[src/rtl/dacfe_pkg.sv]
package dacfe_pkg;
    localparam int REGS_PER_CH = 4;
    localparam int OFS_W       = 2;

    typedef enum logic [OFS_W-1:0] {
        REG_HI   = 2'd0,
        REG_LO   = 2'd1,
        REG_CTL  = 2'd2,
        REG_NONE = 2'd3
    } reg_sel_e;
endpackage

[src/rtl/dacfe_decode.sv]
module dacfe_decode
    import dacfe_pkg::*;
#(
    parameter int NUM_CH = 3,
    parameter int ADDR_W = 4
) (
    input  logic [ADDR_W-1:0] addr,
    output logic [NUM_CH-1:0] ch_hit,
    output reg_sel_e          sel,
    output logic              map_hit
);
    localparam int IDX_W = ADDR_W - OFS_W;

    logic [IDX_W-1:0] ch_idx;

    assign ch_idx = addr[ADDR_W-1:OFS_W];
    assign sel    = reg_sel_e'(addr[OFS_W-1:0]);

    for (genvar i = 0; i < NUM_CH; i++) begin : g_hit
        assign ch_hit[i] = (int'(ch_idx) == i) && (sel != REG_NONE);
    end

    assign map_hit = |ch_hit;
endmodule

[src/rtl/dacfe_channel.sv]
module dacfe_channel
    import dacfe_pkg::*;
#(
    parameter int CODE_W = 10,
    parameter int DATA_W = 8
) (
    input  logic              clk,
    input  logic              rst_n,
    input  logic              hit,
    input  reg_sel_e          sel,
    input  logic              we,
    input  logic              commit,
    input  logic [DATA_W-1:0] wdata,
    output logic [CODE_W-1:0] code,
    output logic              oe,
    output logic              refen,
    output logic              drive,
    output logic              update,
    output logic [DATA_W-1:0] rdata
);
    localparam int HI_W = CODE_W - DATA_W;

    typedef struct packed {
        logic [HI_W-1:0]   hi;
        logic [DATA_W-1:0] lo;
        logic [CODE_W-1:0] active;
        logic              oe;
        logic              refen;
        logic              upd;
    } ch_state_t;

    ch_state_t st_d, st_q;
    logic      commit_lo;

    assign commit_lo = we && hit && (sel == REG_LO) && commit;

    always_comb begin
        st_d     = st_q;
        st_d.upd = 1'b0;
        if (we && hit) begin
            case (sel)
                REG_HI:  st_d.hi = wdata[HI_W-1:0];
                REG_LO: begin
                    st_d.lo = wdata;
                    if (commit) begin
                        st_d.active = {st_q.hi, wdata};
                        st_d.upd    = 1'b1;
                    end
                end
                REG_CTL: begin
                    st_d.oe    = wdata[0];
                    st_d.refen = wdata[1];
                end
                default: ;
            endcase
        end
    end

    always_ff @(posedge clk or negedge rst_n) begin
        if (!rst_n) st_q <= '0;
        else        st_q <= st_d;
    end

    always_comb begin
        rdata = '0;
        if (hit) begin
            case (sel)
                REG_HI:  rdata = {{(DATA_W-HI_W){1'b0}}, st_q.hi};
                REG_LO:  rdata = st_q.lo;
                REG_CTL: rdata = {{(DATA_W-2){1'b0}}, st_q.refen, st_q.oe};
                default: rdata = '0;
            endcase
        end
    end

    assign code   = st_q.active;
    assign oe     = st_q.oe;
    assign refen  = st_q.refen;
    assign drive  = st_q.oe & st_q.refen;
    assign update = st_q.upd;

    AST_COMMIT_LOAD: assert property (@(posedge clk) disable iff (!rst_n)
        commit_lo |=> code == {$past(st_q.hi), $past(wdata)});
    AST_CODE_HOLD: assert property (@(posedge clk) disable iff (!rst_n)
        !commit_lo |=> $stable(code));
    AST_UPDATE_CAUSE: assert property (@(posedge clk) disable iff (!rst_n)
        update |-> $past(commit_lo));
    AST_CTL_HOLD: assert property (@(posedge clk) disable iff (!rst_n)
        !(we && hit && sel == REG_CTL) |=> $stable(oe) && $stable(refen));
endmodule

[src/rtl/dac_code_frontend.sv]
module dac_code_frontend
    import dacfe_pkg::*;
#(
    parameter int NUM_CH = 3,
    parameter int CODE_W = 10,
    parameter int DATA_W = 8,
    parameter int ADDR_W = 4
) (
    input  logic                     clk,
    input  logic                     rst_n,
    input  logic                     bus_we,
    input  logic                     bus_commit,
    input  logic [ADDR_W-1:0]        bus_addr,
    input  logic [DATA_W-1:0]        bus_wdata,
    output logic [DATA_W-1:0]        bus_rdata,
    output logic [NUM_CH*CODE_W-1:0] dac_code,
    output logic [NUM_CH-1:0]        dac_oe,
    output logic [NUM_CH-1:0]        dac_refen,
    output logic [NUM_CH-1:0]        dac_drive,
    output logic [NUM_CH-1:0]        dac_update
);
    logic [NUM_CH-1:0] ch_hit;
    reg_sel_e          sel;
    logic              map_hit;
    logic [DATA_W-1:0] ch_rdata [NUM_CH];

    dacfe_decode #(.NUM_CH(NUM_CH), .ADDR_W(ADDR_W)) u_dec (
        .addr    (bus_addr),
        .ch_hit  (ch_hit),
        .sel     (sel),
        .map_hit (map_hit)
    );

    for (genvar i = 0; i < NUM_CH; i++) begin : g_ch
        dacfe_channel #(.CODE_W(CODE_W), .DATA_W(DATA_W)) u_ch (
            .clk    (clk),
            .rst_n  (rst_n),
            .hit    (ch_hit[i]),
            .sel    (sel),
            .we     (bus_we),
            .commit (bus_commit),
            .wdata  (bus_wdata),
            .code   (dac_code[i*CODE_W +: CODE_W]),
            .oe     (dac_oe[i]),
            .refen  (dac_refen[i]),
            .drive  (dac_drive[i]),
            .update (dac_update[i]),
            .rdata  (ch_rdata[i])
        );
    end

    always_comb begin
        bus_rdata = '0;
        for (int i = 0; i < NUM_CH; i++) bus_rdata = bus_rdata | ch_rdata[i];
    end

    AST_UNMAPPED_ZERO: assert property (@(posedge clk) disable iff (!rst_n)
        !map_hit |-> bus_rdata == '0);
    AST_ONE_CHANNEL: assert property (@(posedge clk) disable iff (!rst_n)
        $onehot0(ch_hit));
    AST_DRIVE_BOTH: assert property (@(posedge clk) disable iff (!rst_n)
        (dac_drive & ~(dac_oe & dac_refen)) == '0);
    AST_UPDATE_ONE: assert property (@(posedge clk) disable iff (!rst_n)
        $countones(dac_update) <= 1);
endmodule

[config.mk]
export PLATFORM = sky130hd
export DESIGN_NAME = dac_code_frontend
export DESIGN_NICKNAME = d
export VERILOG_FILES = /design/src/rtl/dacfe_pkg.sv /design/src/rtl/dacfe_decode.sv /design/src/rtl/dacfe_channel.sv /design/src/rtl/dac_code_frontend.sv
export SDC_FILE = /design/constraint.sdc
export NUM_CORES = 1
export LEC_CHECK = 0
export BUFFER_PORTS_ARGS = -buffer_cell sky130_fd_sc_hd__buf_2
export CAP_MARGIN = 20
export CORE_MARGIN = 10
export CORE_UTILIZATION = 55
export CTS_CLUSTER_DIAMETER = 40
export DETAILED_ROUTE_END_ITERATION = 8
export PLACE_DENSITY = 0.76
export REMOVE_ABC_BUFFERS = 1
export SLEW_MARGIN = 15
export SYNTH_ARGS = -nofsm -noshare
export SYNTH_HDL_FRONTEND = slang
export SYNTH_SLANG_ARGS = --single-unit
[constraint.sdc]
create_clock -name clk -period 2 [get_ports clk]
set_clock_uncertainty 0.1 [all_clocks]
set_input_delay 0.3 -clock clk [delete_from_list [all_inputs] [get_ports clk]]
set_output_delay 0.3 -clock clk [all_outputs]
set_load 0.02 [all_outputs]
==> flow_metrics.py, run 1 <==
metrics = {
    "run_status": {
        "status": "finished clean",
    },
    "yosys": {
        "synthCells": 261,
        "synth_adder_area_share_pct": 0,
        "synth_seq_cells": 69,
        "synth.distinct_cells": 28,
        "synth-seq-area-share_pct": 52.0,
        "synthSimpleGateAreaFrac_pct": 6.10,
        "synth-compound-area-share_pct": 5.16,
        "synthMuxAreaShare_pct": 24.4,
        "yosys.area_share.xor_xnor_pct": 0,
        "syn_area_um2": 3320,
        "synth_top_family_by_area": "multiplexers",
        "syn_area_per_cell_um2": 12.7,
        "yosys_warnings": 0,
    },
    "finish": {
        "n_antenna_cell": 0,
        "drive_above_1_share_pct": 55.3,
        "fin_cells": 377,
        "final_nets": 313,
        "final_area_um2": 3710,
        "nFillCells": 466,
        "area_growth_pct": 11.7,
    },
    "place": {
        "dp.cells": 360,
        "io_buffer_count": 65,
        "hpwl_um": 4710,
        "gp_congestion": 0.799,
        "place_area_um2": 3470,
    },
    "timing": {
        "fin_crit_ps": 1860,
        "worstMarginPinSlew_ps": 489,
        "slew_viol_final": 0,
        "finalSetupViolCount": 0,
        "finalHoldViolCount": 0,
        "holdWs_ps": 164,
        "fin_setup_tns_ps": 0,
        "fmax_mhz": 539,
        "min_period_over_period_pct": 92.8,
        "slew-limit-headroom_pct": 67.4,
        "rsz0062_at_grt": "false",
    },
    "floorplanning": {
        "dieArea_um2": 9550,
        "std_cell_rows": 28,
        "core_um2": 5890,
        "die_w_um": 97.7,
        "start_util_pct": 56.4,
        "num_io_pins": 66,
        "die_y_um": 97.7,
    },
    "critical_path": {
        "crit_path_end_kind": "output pin",
        "critPathMaxFanout": 3,
        "r2r_end": "g_ch[0].u_ch.code[9]",
        "slowest_delay_ps": 400,
        "critPathMostFrequentCell": "o211ai_1",
        "cp_cell_sequence": "mux2_2 -> o211ai_1 -> o211ai_1 -> buf_2",
        "reg2regPathDepth": 1,
        "critPathTopFamily": "flip-flops",
        "path_class": "flop to output pin",
        "cp-start-kind": "flop",
        "timing.critical_path.buf_inv": 1,
        "r2r_start": "g_ch[0].u_ch.st_q[22]",
        "cp_slowest_cell": "dfrtp_1",
        "reg2reg_slack_ps": 1110,
        "crit_arrival_ps": 1460,
        "crit_required_ps": 1600,
    },
    "run": {
        "drv_cap": 0,
    },
    "clock_network": {
        "cts.sinks": 69,
        "post_cts_buffers": 0,
        "clock_path_buffers": 2,
        "cts_tree": "done",
        "cts_root_buffer": "clkbuf_8",
        "clk_latency_ps": 330,
        "htree_levels": 3,
        "cts_buffers": 9,
        "path_clk_slew_ps": 80,
    },
    "drt": {
        "antenna_violating_nets_post_route": 0,
        "vias": 1989,
        "vias_per_cell": 5.28,
        "drtIter0Drc": 91,
        "drc": 0,
        "wire_per_inst_um": 17.6,
        "first_pass_iters": 4,
        "routed_wl_um": 6630,
    },
    "global_routing": {
        "grt_first_pass_wirelength_um": 11300,
        "grt.overflow.total": 0,
        "antenna_found_initial": 0,
        "grt_usage_pct": 14.5,
        "grt_pass1_vias": 2146,
        "grt_max_degree": 70,
    },
    "power": {
        "powerDensity_nw_per_um2": 1090,
        "power_uw": 4050,
        "ir_drop_mv": 0.537,
        "p_leak_uw": 0.00184,
    },
    "worst_hold_path": {
        "holdPathStages": 2,
        "hold_path.class": "primary input to flop",
        "worstHoldStart": "bus_wdata[5]",
        "hold-path-endpoint": "g_ch[0].u_ch.code[5]",
    },
}
[where the power goes]
group          switching (µW)  internal (µW)  total (µW)
registers                 151           1680        1830
clock network             520            770        1290
logic                     496            426         922
[through the flow]
step                setup WS, ps  utilization [%]
finish                       143             63.1
global route                48.7             63.1
CTS                          118             63.1
detailed placement          27.3             58.9
global placement             116             58.9
floorplan                    388                -
[flip-flops by register name, summed over array words and instances (netlist names)]
name	count
g_ch.u_ch.code	30
g_ch.u_ch.update	3
g_ch.u_ch.oe	3
g_ch.u_ch.st_q	30
g_ch.u_ch.refen	3
[worst max-delay path by stage]
stage	startpoint	endpoint	slack, ps	depth (start not counted)
2_1_floorplan	bus_addr[0]	g_ch[1].u_ch.code[0]	390	4
3_3_place_gp	bus_addr[0]	g_ch[0].u_ch.st_q[19]	120	5
3_5_place_dp	bus_addr[0]	g_ch[0].u_ch.st_q[19]	30	5
4_1_cts	g_ch[1].u_ch.st_q[21]	bus_rdata[0]	120	4
5_1_grt	g_ch[1].u_ch.st_q[21]	bus_rdata[0]	50	4
6_report	g_ch[1].u_ch.st_q[21]	bus_rdata[0]	140	4
[cells in the mapped netlist]
cell type / n / area [µm²]
nand3b_1: 1 / 7.51
a211oi_2: 1 / 12.5
or3_1: 1 / 6.26
nand2_1: 8 / 30.0
buf_6: 3 / 33.8
nand3_2: 1 / 10.0
inv_1: 5 / 18.8
buf_2: 3 / 15.0
mux2_4: 10 / 150
clkbuf_2: 1 / 5.00
and2_1: 1 / 6.26
nor2b_4: 1 / 13.8
a21oi_1: 3 / 15.0
clkbuf_1: 6 / 22.5
mux2_2: 56 / 631
nor2_2: 2 / 12.5
a211o_1: 1 / 8.76
nor2_1: 16 / 60.1
nor2b_1: 3 / 18.8
nor3b_1: 1 / 7.51
mux2i_1: 3 / 30.0
dfrtp_1: 69 / 1730
buf_4: 42 / 315
o211ai_1: 6 / 45.0
nand2b_1: 3 / 18.8
a222oi_1: 5 / 50.1
o21ai_0: 8 / 40.0
or3_4: 1 / 11.3
[cells by family after synthesis]
family	count (synthesis)
DFF	69
muxes	69
and+or+nand+nor	39
AOI/OAI and AO/OA	24
buffers and inverters	60
[layout by cell type (no fill, tap or decap), types with 3 or more instances in the layout]
cell / instances
buf_4: 13
a21oi_1: 3
nor2b_1: 3
o211ai_1: 6
dfrtp_1: 69
clkbuf_8: 11
a222oi_1: 5
mux2_2: 56
buf_2: 65
mux2i_1: 3
clkinvlp_4: 3
mux2_4: 10
nand2_1: 8
nor2_1: 16
nand2b_1: 3
o21ai_0: 8
inv_1: 5
[area by class of cell]
| class | count | area (µm²) | share of cell area (%) |
|---|---|---|---|
| Timing Repair Buffer | 80 | 453 | 12.2 |
| Clock inverter | 5 | 82.6 | 2.23 |
| Sequential cell | 69 | 1730 | 46.5 |
| Clock buffer | 11 | 151 | 4.08 |
| Inverter | 5 | 18.8 | 0.506 |
| Multi-Input combinational cell | 132 | 1180 | 31.9 |
| Tap cell | 75 | 93.8 | 2.53 |
[metal layers]
layer  vias up  global-route usage (%)  wire length, µm
li1        937                       -                -
met1       985                    18.4             2960
met2        58                    21.6             3020
met3         9                    6.69              577
met4         0                    4.47               75
met5         -                       0                0
[repair_timing]
| action | in CTS | in global routing |
|---|---|---|
| hold buffers | 1 | 0 |
| endpoints found under the setup margin | 0 | 0 |
| gates resized for setup | 0 | 0 |
| hold endpoints to repair | 69 | 0 |
Power figures use the tool's default switching activity.
==> run 2: changes to the inputs <==
--- a/config.mk
+++ b/config.mk
@@ -11,9 +11,10 @@
 export CORE_UTILIZATION = 55
 export CTS_CLUSTER_DIAMETER = 40
 export DETAILED_ROUTE_END_ITERATION = 8
-export PLACE_DENSITY = 0.76
+export PLACE_DENSITY = 0.75
 export REMOVE_ABC_BUFFERS = 1
 export SLEW_MARGIN = 15
 export SYNTH_ARGS = -nofsm -noshare
 export SYNTH_HDL_FRONTEND = slang
+export SYNTH_HIERARCHICAL = 1
 export SYNTH_SLANG_ARGS = --single-unit
==> flow_metrics.py, run 2 <==
metrics = {
    "run_status": {
        "status": "finished, violations left",
        "violations": "negative setup slack",
    },
    "critical_path": {
        "reg2reg_slack_ps": 1000,
        "crit_path_end_kind": "output pin",
        "cp-start-kind": "flop",
        "reg2regPathDepth": 2,
        "crit_arrival_ps": 1630,
        "crit_end": "bus_rdata[1]",
        "critPathMaxFanout": 2,
        "crit_required_ps": 1600,
        "r2r_start": "g_ch[0].u_ch/st_q[22]",
        "r2r_end": "g_ch[0].u_ch/code[9]",
        "crit_path_start": "g_ch[1].u_ch/st_q[22]",
        "path_class": "flop to output pin",
    },
    "timing": {
        "setup_slack_ps": -29.9,
        "finalHoldViolCount": 0,
        "fmax_mhz": 493,
        "worstMarginPinSlew_ps": 359,
        "fin_crit_ps": 2030,
        "slew-limit-headroom_pct": 76.1,
        "holdWs_ps": 166,
        "finalSetupViolCount": 2,
        "slew_viol_final": 0,
        "rsz0062_at_grt": "true",
        "min_period_over_period_pct": 101,
        "fin_setup_tns_ps": -34.7,
    },
    "floorplanning": {
        "start_util_pct": 57.4,
        "die_y_um": 99.3,
        "dieArea_um2": 9860,
        "std_cell_rows": 28,
        "core_um2": 6030,
        "die_w_um": 99.3,
        "num_io_pins": 66,
    },
    "power": {
        "power_frac_comb_pct": 23.4,
        "p_leak_uw": 0.00220,
        "powerDensity_nw_per_um2": 986,
        "p_clk_share_pct": 31.5,
        "ir_drop_mv": 0.543,
        "internal_power_uw": 2930,
        "seqPwrFrac_pct": 45.1,
        "power_switching_uw": 1100,
        "power_switching_share_pct": 27.3,
    },
    "drt": {
        "vias": 2020,
        "antenna_violating_nets_post_route": 0,
        "drtIter0Drc": 70,
        "first_pass_iters": 4,
        "vias_per_cell": 5.15,
        "routed_wl_um": 6670,
        "drc": 0,
        "wire_per_inst_um": 17.0,
    },
    "worst_hold_path": {
        "hold_path.class": "primary input to flop",
        "holdPathStages": 2,
    },
    "clock_network": {
        "clock_path_buffers": 2,
        "htree_levels": 3,
        "cts_tree": "done",
        "cts_root_buffer": "clkbuf_8",
        "clk_latency_ps": 340,
        "cts.sinks": 69,
        "cts_buffers": 9,
        "path_clk_slew_ps": 70,
    },
    "global_routing": {
        "grt.overflow.total": 0,
        "grt_max_degree": 70,
        "grt_usage_pct": 14.0,
        "antenna_found_initial": 0,
        "grt_pass1_vias": 2124,
        "grt_first_pass_wirelength_um": 11000,
    },
    "place": {
        "place_ws_ps": -23.9,
        "hpwl_um": 4730,
        "gp_congestion": 0.813,
        "io_buffer_count": 65,
        "place_area_um2": 3710,
    },
    "run": {
        "drv_cap": 0,
    },
    "finish": {
        "mostFrequentLayoutCells": "dfrtp_1 (69), buf_2 (56), mux2_2 (39)",
        "final_area_um2": 4080,
        "final_common_cell": "dfrtp_1",
        "final_util_pct": 67.8,
        "drive_above_1_share_pct": 59.0,
        "n_antenna_cell": 0,
        "final_nets": 328,
        "area_growth_pct": 18.0,
    },
    "yosys": {
        "synthCells": 254,
        "yosys_warnings": 6,
        "syn_area_per_cell_um2": 13.6,
        "syn_area_um2": 3460,
    },
}
==> run 2: power groups by stage <==
| stage | sequential [µW] | combinational (µW) | clock [µW] |
|---|---|---|---|
| after detailed placement | 1840 | 888 | 0 |
| final | 1820 | 942 | 1270 |
| after CTS | 1820 | 939 | 1290 |
| after floorplan | 1980 | 402 | 0 |
| after global placement | 1830 | 868 | 0 |
| after global routing | 1860 | 1020 | 1360 |
==> run 2: stage by stage <==
step,std cells,total power (µW)
6_report,392,4030
5_1_grt,392,4240
4_1_cts,391,4050
3_5_place_dp,370,2730
3_3_place_gp,370,2700
2_1_floorplan,216,2380
==> run 2: how the worst min path moves through the flow <==
stage | start | endpoint | slack (ps)
finish | bus_wdata[2] | g_ch[2].u_ch/code[2] | 170
global route | bus_wdata[2] | g_ch[2].u_ch/code[2] | 170
CTS | bus_wdata[2] | g_ch[1].u_ch/code[2] | 150
detailed placement | rst_n | g_ch[2].u_ch/code[9] | 250
global placement | rst_n | g_ch[2].u_ch/refen | 250
floorplan | rst_n | g_ch[0].u_ch/code[0] | -100
==> run 2: layout make-up <==
type,count,area [µm²]
Fill cell,459,1940
Clock inverter,4,70.1
Sequential cell,69,1730
Tap cell,75,93.8
Clock buffer,12,155
Inverter,6,22.5
Multi-Input combinational cell,141,1460
Timing Repair Buffer,85,556
==> run 2: layer usage <==
layer	track usage, %	vias to the layer above	part of all wire [%]
li1	-	973	-
met2	22.0	48	50
met1	16.6	990	42
met3	4.64	9	6.0
met5	0	-	0
met4	7.72	0	1.8
==> run 2: repair_timing <==
action | 4_1_cts | 5_1_grt
pin swaps | 6 | 9
endpoints found under the hold margin | 69 | 0
hold buffers | 1 | 0
gates cloned | 0 | 0
resized for setup | 12 | 21
buffers inserted | 4 | 1
endpoints found under the setup margin | 4 | 8
==> run 2: critical path, stage by stage (launching register included) <==
cell     delay (ps)
dfrtp_1         380
mux2i_1         190
o21ai_1          80
and2_1          130
or3_4           360
buf_6           140
==> run 3: changes to the inputs <==
--- a/config.mk
+++ b/config.mk
@@ -11,10 +11,10 @@
 export CORE_UTILIZATION = 55
 export CTS_CLUSTER_DIAMETER = 40
 export DETAILED_ROUTE_END_ITERATION = 8
-export PLACE_DENSITY = 0.75
+export MAX_ROUTING_LAYER = met4
+export PLACE_DENSITY = 0.76
 export REMOVE_ABC_BUFFERS = 1
 export SLEW_MARGIN = 15
 export SYNTH_ARGS = -nofsm -noshare
 export SYNTH_HDL_FRONTEND = slang
-export SYNTH_HIERARCHICAL = 1
 export SYNTH_SLANG_ARGS = --single-unit
==> flow_metrics.py, run 3 (same netlist as run 1, synthesis figures left out) <==
metrics = {
    "floorplanning": {
        "die_y_um": 97.7,
        "die_w_um": 97.7,
        "core_um2": 5890,
        "dieArea_um2": 9550,
        "start_util_pct": 56.4,
        "std_cell_rows": 28,
        "num_io_pins": 66,
    },
    "timing": {
        "holdWs_ps": 164,
        "min_period_over_period_pct": 93.1,
        "slew-limit-headroom_pct": 66.7,
        "rsz0062_at_grt": "false",
        "slew_viol_final": 0,
        "finalHoldViolCount": 0,
        "finalSetupViolCount": 0,
        "fin_crit_ps": 1860,
        "fmax_mhz": 537,
        "fin_setup_tns_ps": 0,
        "worstMarginPinSlew_ps": 499,
    },
    "global_routing": {
        "grt_pass1_vias": 2146,
        "grt_max_degree": 70,
        "grt_first_pass_wirelength_um": 11300,
        "grt_usage_pct": 15.0,
        "antenna_found_initial": 0,
        "grt.overflow.total": 0,
    },
    "critical_path": {
        "reg2regPathDepth": 1,
        "crit_arrival_ps": 1460,
        "r2r_start": "g_ch[0].u_ch.st_q[22]",
        "cp-start-kind": "flop",
        "critPathMaxFanout": 3,
        "crit_path_end_kind": "output pin",
        "path_class": "flop to output pin",
        "crit_required_ps": 1600,
        "crit_path_start": "g_ch[1].u_ch.st_q[21]",
    },
    "drt": {
        "vias_per_cell": 5.27,
        "drc": 0,
        "drtIter0Drc": 128,
        "wire_per_inst_um": 17.8,
        "antenna_violating_nets_post_route": 0,
        "first_pass_iters": 4,
        "routed_wl_um": 6700,
        "vias": 1987,
    },
    "run_status": {
        "status": "finished clean",
    },
    "power": {
        "powerDensity_nw_per_um2": 1090,
        "p_leak_uw": 0.00184,
        "power_uw": 4050,
        "ir_drop_mv": 0.541,
    },
    "clock_network": {
        "cts_resized": 0,
        "path_clk_slew_ps": 80,
        "htree_levels": 3,
        "cts_hold_buf": 1,
        "cts_tree": "done",
        "clock_path_buffers": 2,
        "cts.sinks": 69,
        "clk_latency_ps": 330,
        "cts_root_buffer": "clkbuf_8",
        "cts_buffers": 9,
        "post_cts_buffers": 0,
    },
    "finish": {
        "seq_area_um2": 1730,
        "final_nets": 313,
        "n_antenna_cell": 0,
        "final_area_um2": 3710,
        "area_growth_pct": 11.7,
        "final_util_pct": 63.1,
        "multi_input_area_um2": 1180,
        "drive_above_1_share_pct": 55.3,
        "mostFrequentLayoutCells": "dfrtp_1 (69), buf_2 (65), mux2_2 (56)",
        "nFillCells": 466,
        "final_common_cell": "dfrtp_1",
    },
    "place": {
        "place_area_um2": 3470,
        "io_buffer_count": 65,
        "hpwl_um": 4710,
        "gp_congestion": 0.811,
    },
    "run": {
        "drv_cap": 0,
    },
    "worst_hold_path": {
        "worstHoldStart": "bus_wdata[5]",
        "hold_path.class": "primary input to flop",
        "holdPathStages": 2,
    },
}
## run 3: routing by layer
metal,part of all wire [%],GRT usage (%),vias to the layer above
met3,7.2,5.76,9
met1,46,19.1,979
met4,1.1,4.47,0
met5,0,-,-
met2,46,21.6,64
li1,-,-,935
## run 3: power breakdown
| group | internal [µW] | switching (µW) | total (µW) |
|---|---|---|---|
| registers | 1680 | 152 | 1830 |
| logic | 426 | 498 | 924 |
| clock network | 770 | 524 | 1290 |
## run 3: critical path, stage by stage (launching register included)
cell and delay, ps:
dfrtp_1 400, mux2_2 270, o211ai_1 170, o211ai_1 120, buf_2 170
## run 3: path summary, 6_finish.rpt
path                                   endpoint  slack (ps)
max in group asynchronous   g_ch[1].u_ch.update        1080
max                                bus_rdata[0]         140
min                        g_ch[0].u_ch.code[5]         160
min in group asynchronous   g_ch[0].u_ch.update         390
min reg2reg                g_ch[1].u_ch.code[5]         400
max reg2reg                g_ch[0].u_ch.code[9]        1110
## run 3: per-stage QoR
step / setup WS, ps / instances
after CTS: 118 / 377
after global routing: 48.7 / 377
after floorplan: 388 / 206
after global placement: 116 / 360
after detailed placement: 27.3 / 360
final: 138 / 377
## run 3: area by class of cell
class / count / area share [%]
clock buffers: 11 / 4.08
well taps: 75 / 2.53
inverters: 5 / 0.506
multi-input cells: 132 / 31.9
flip-flops and latches: 69 / 46.5
clock inverters: 5 / 2.23
repair buffers: 80 / 12.2
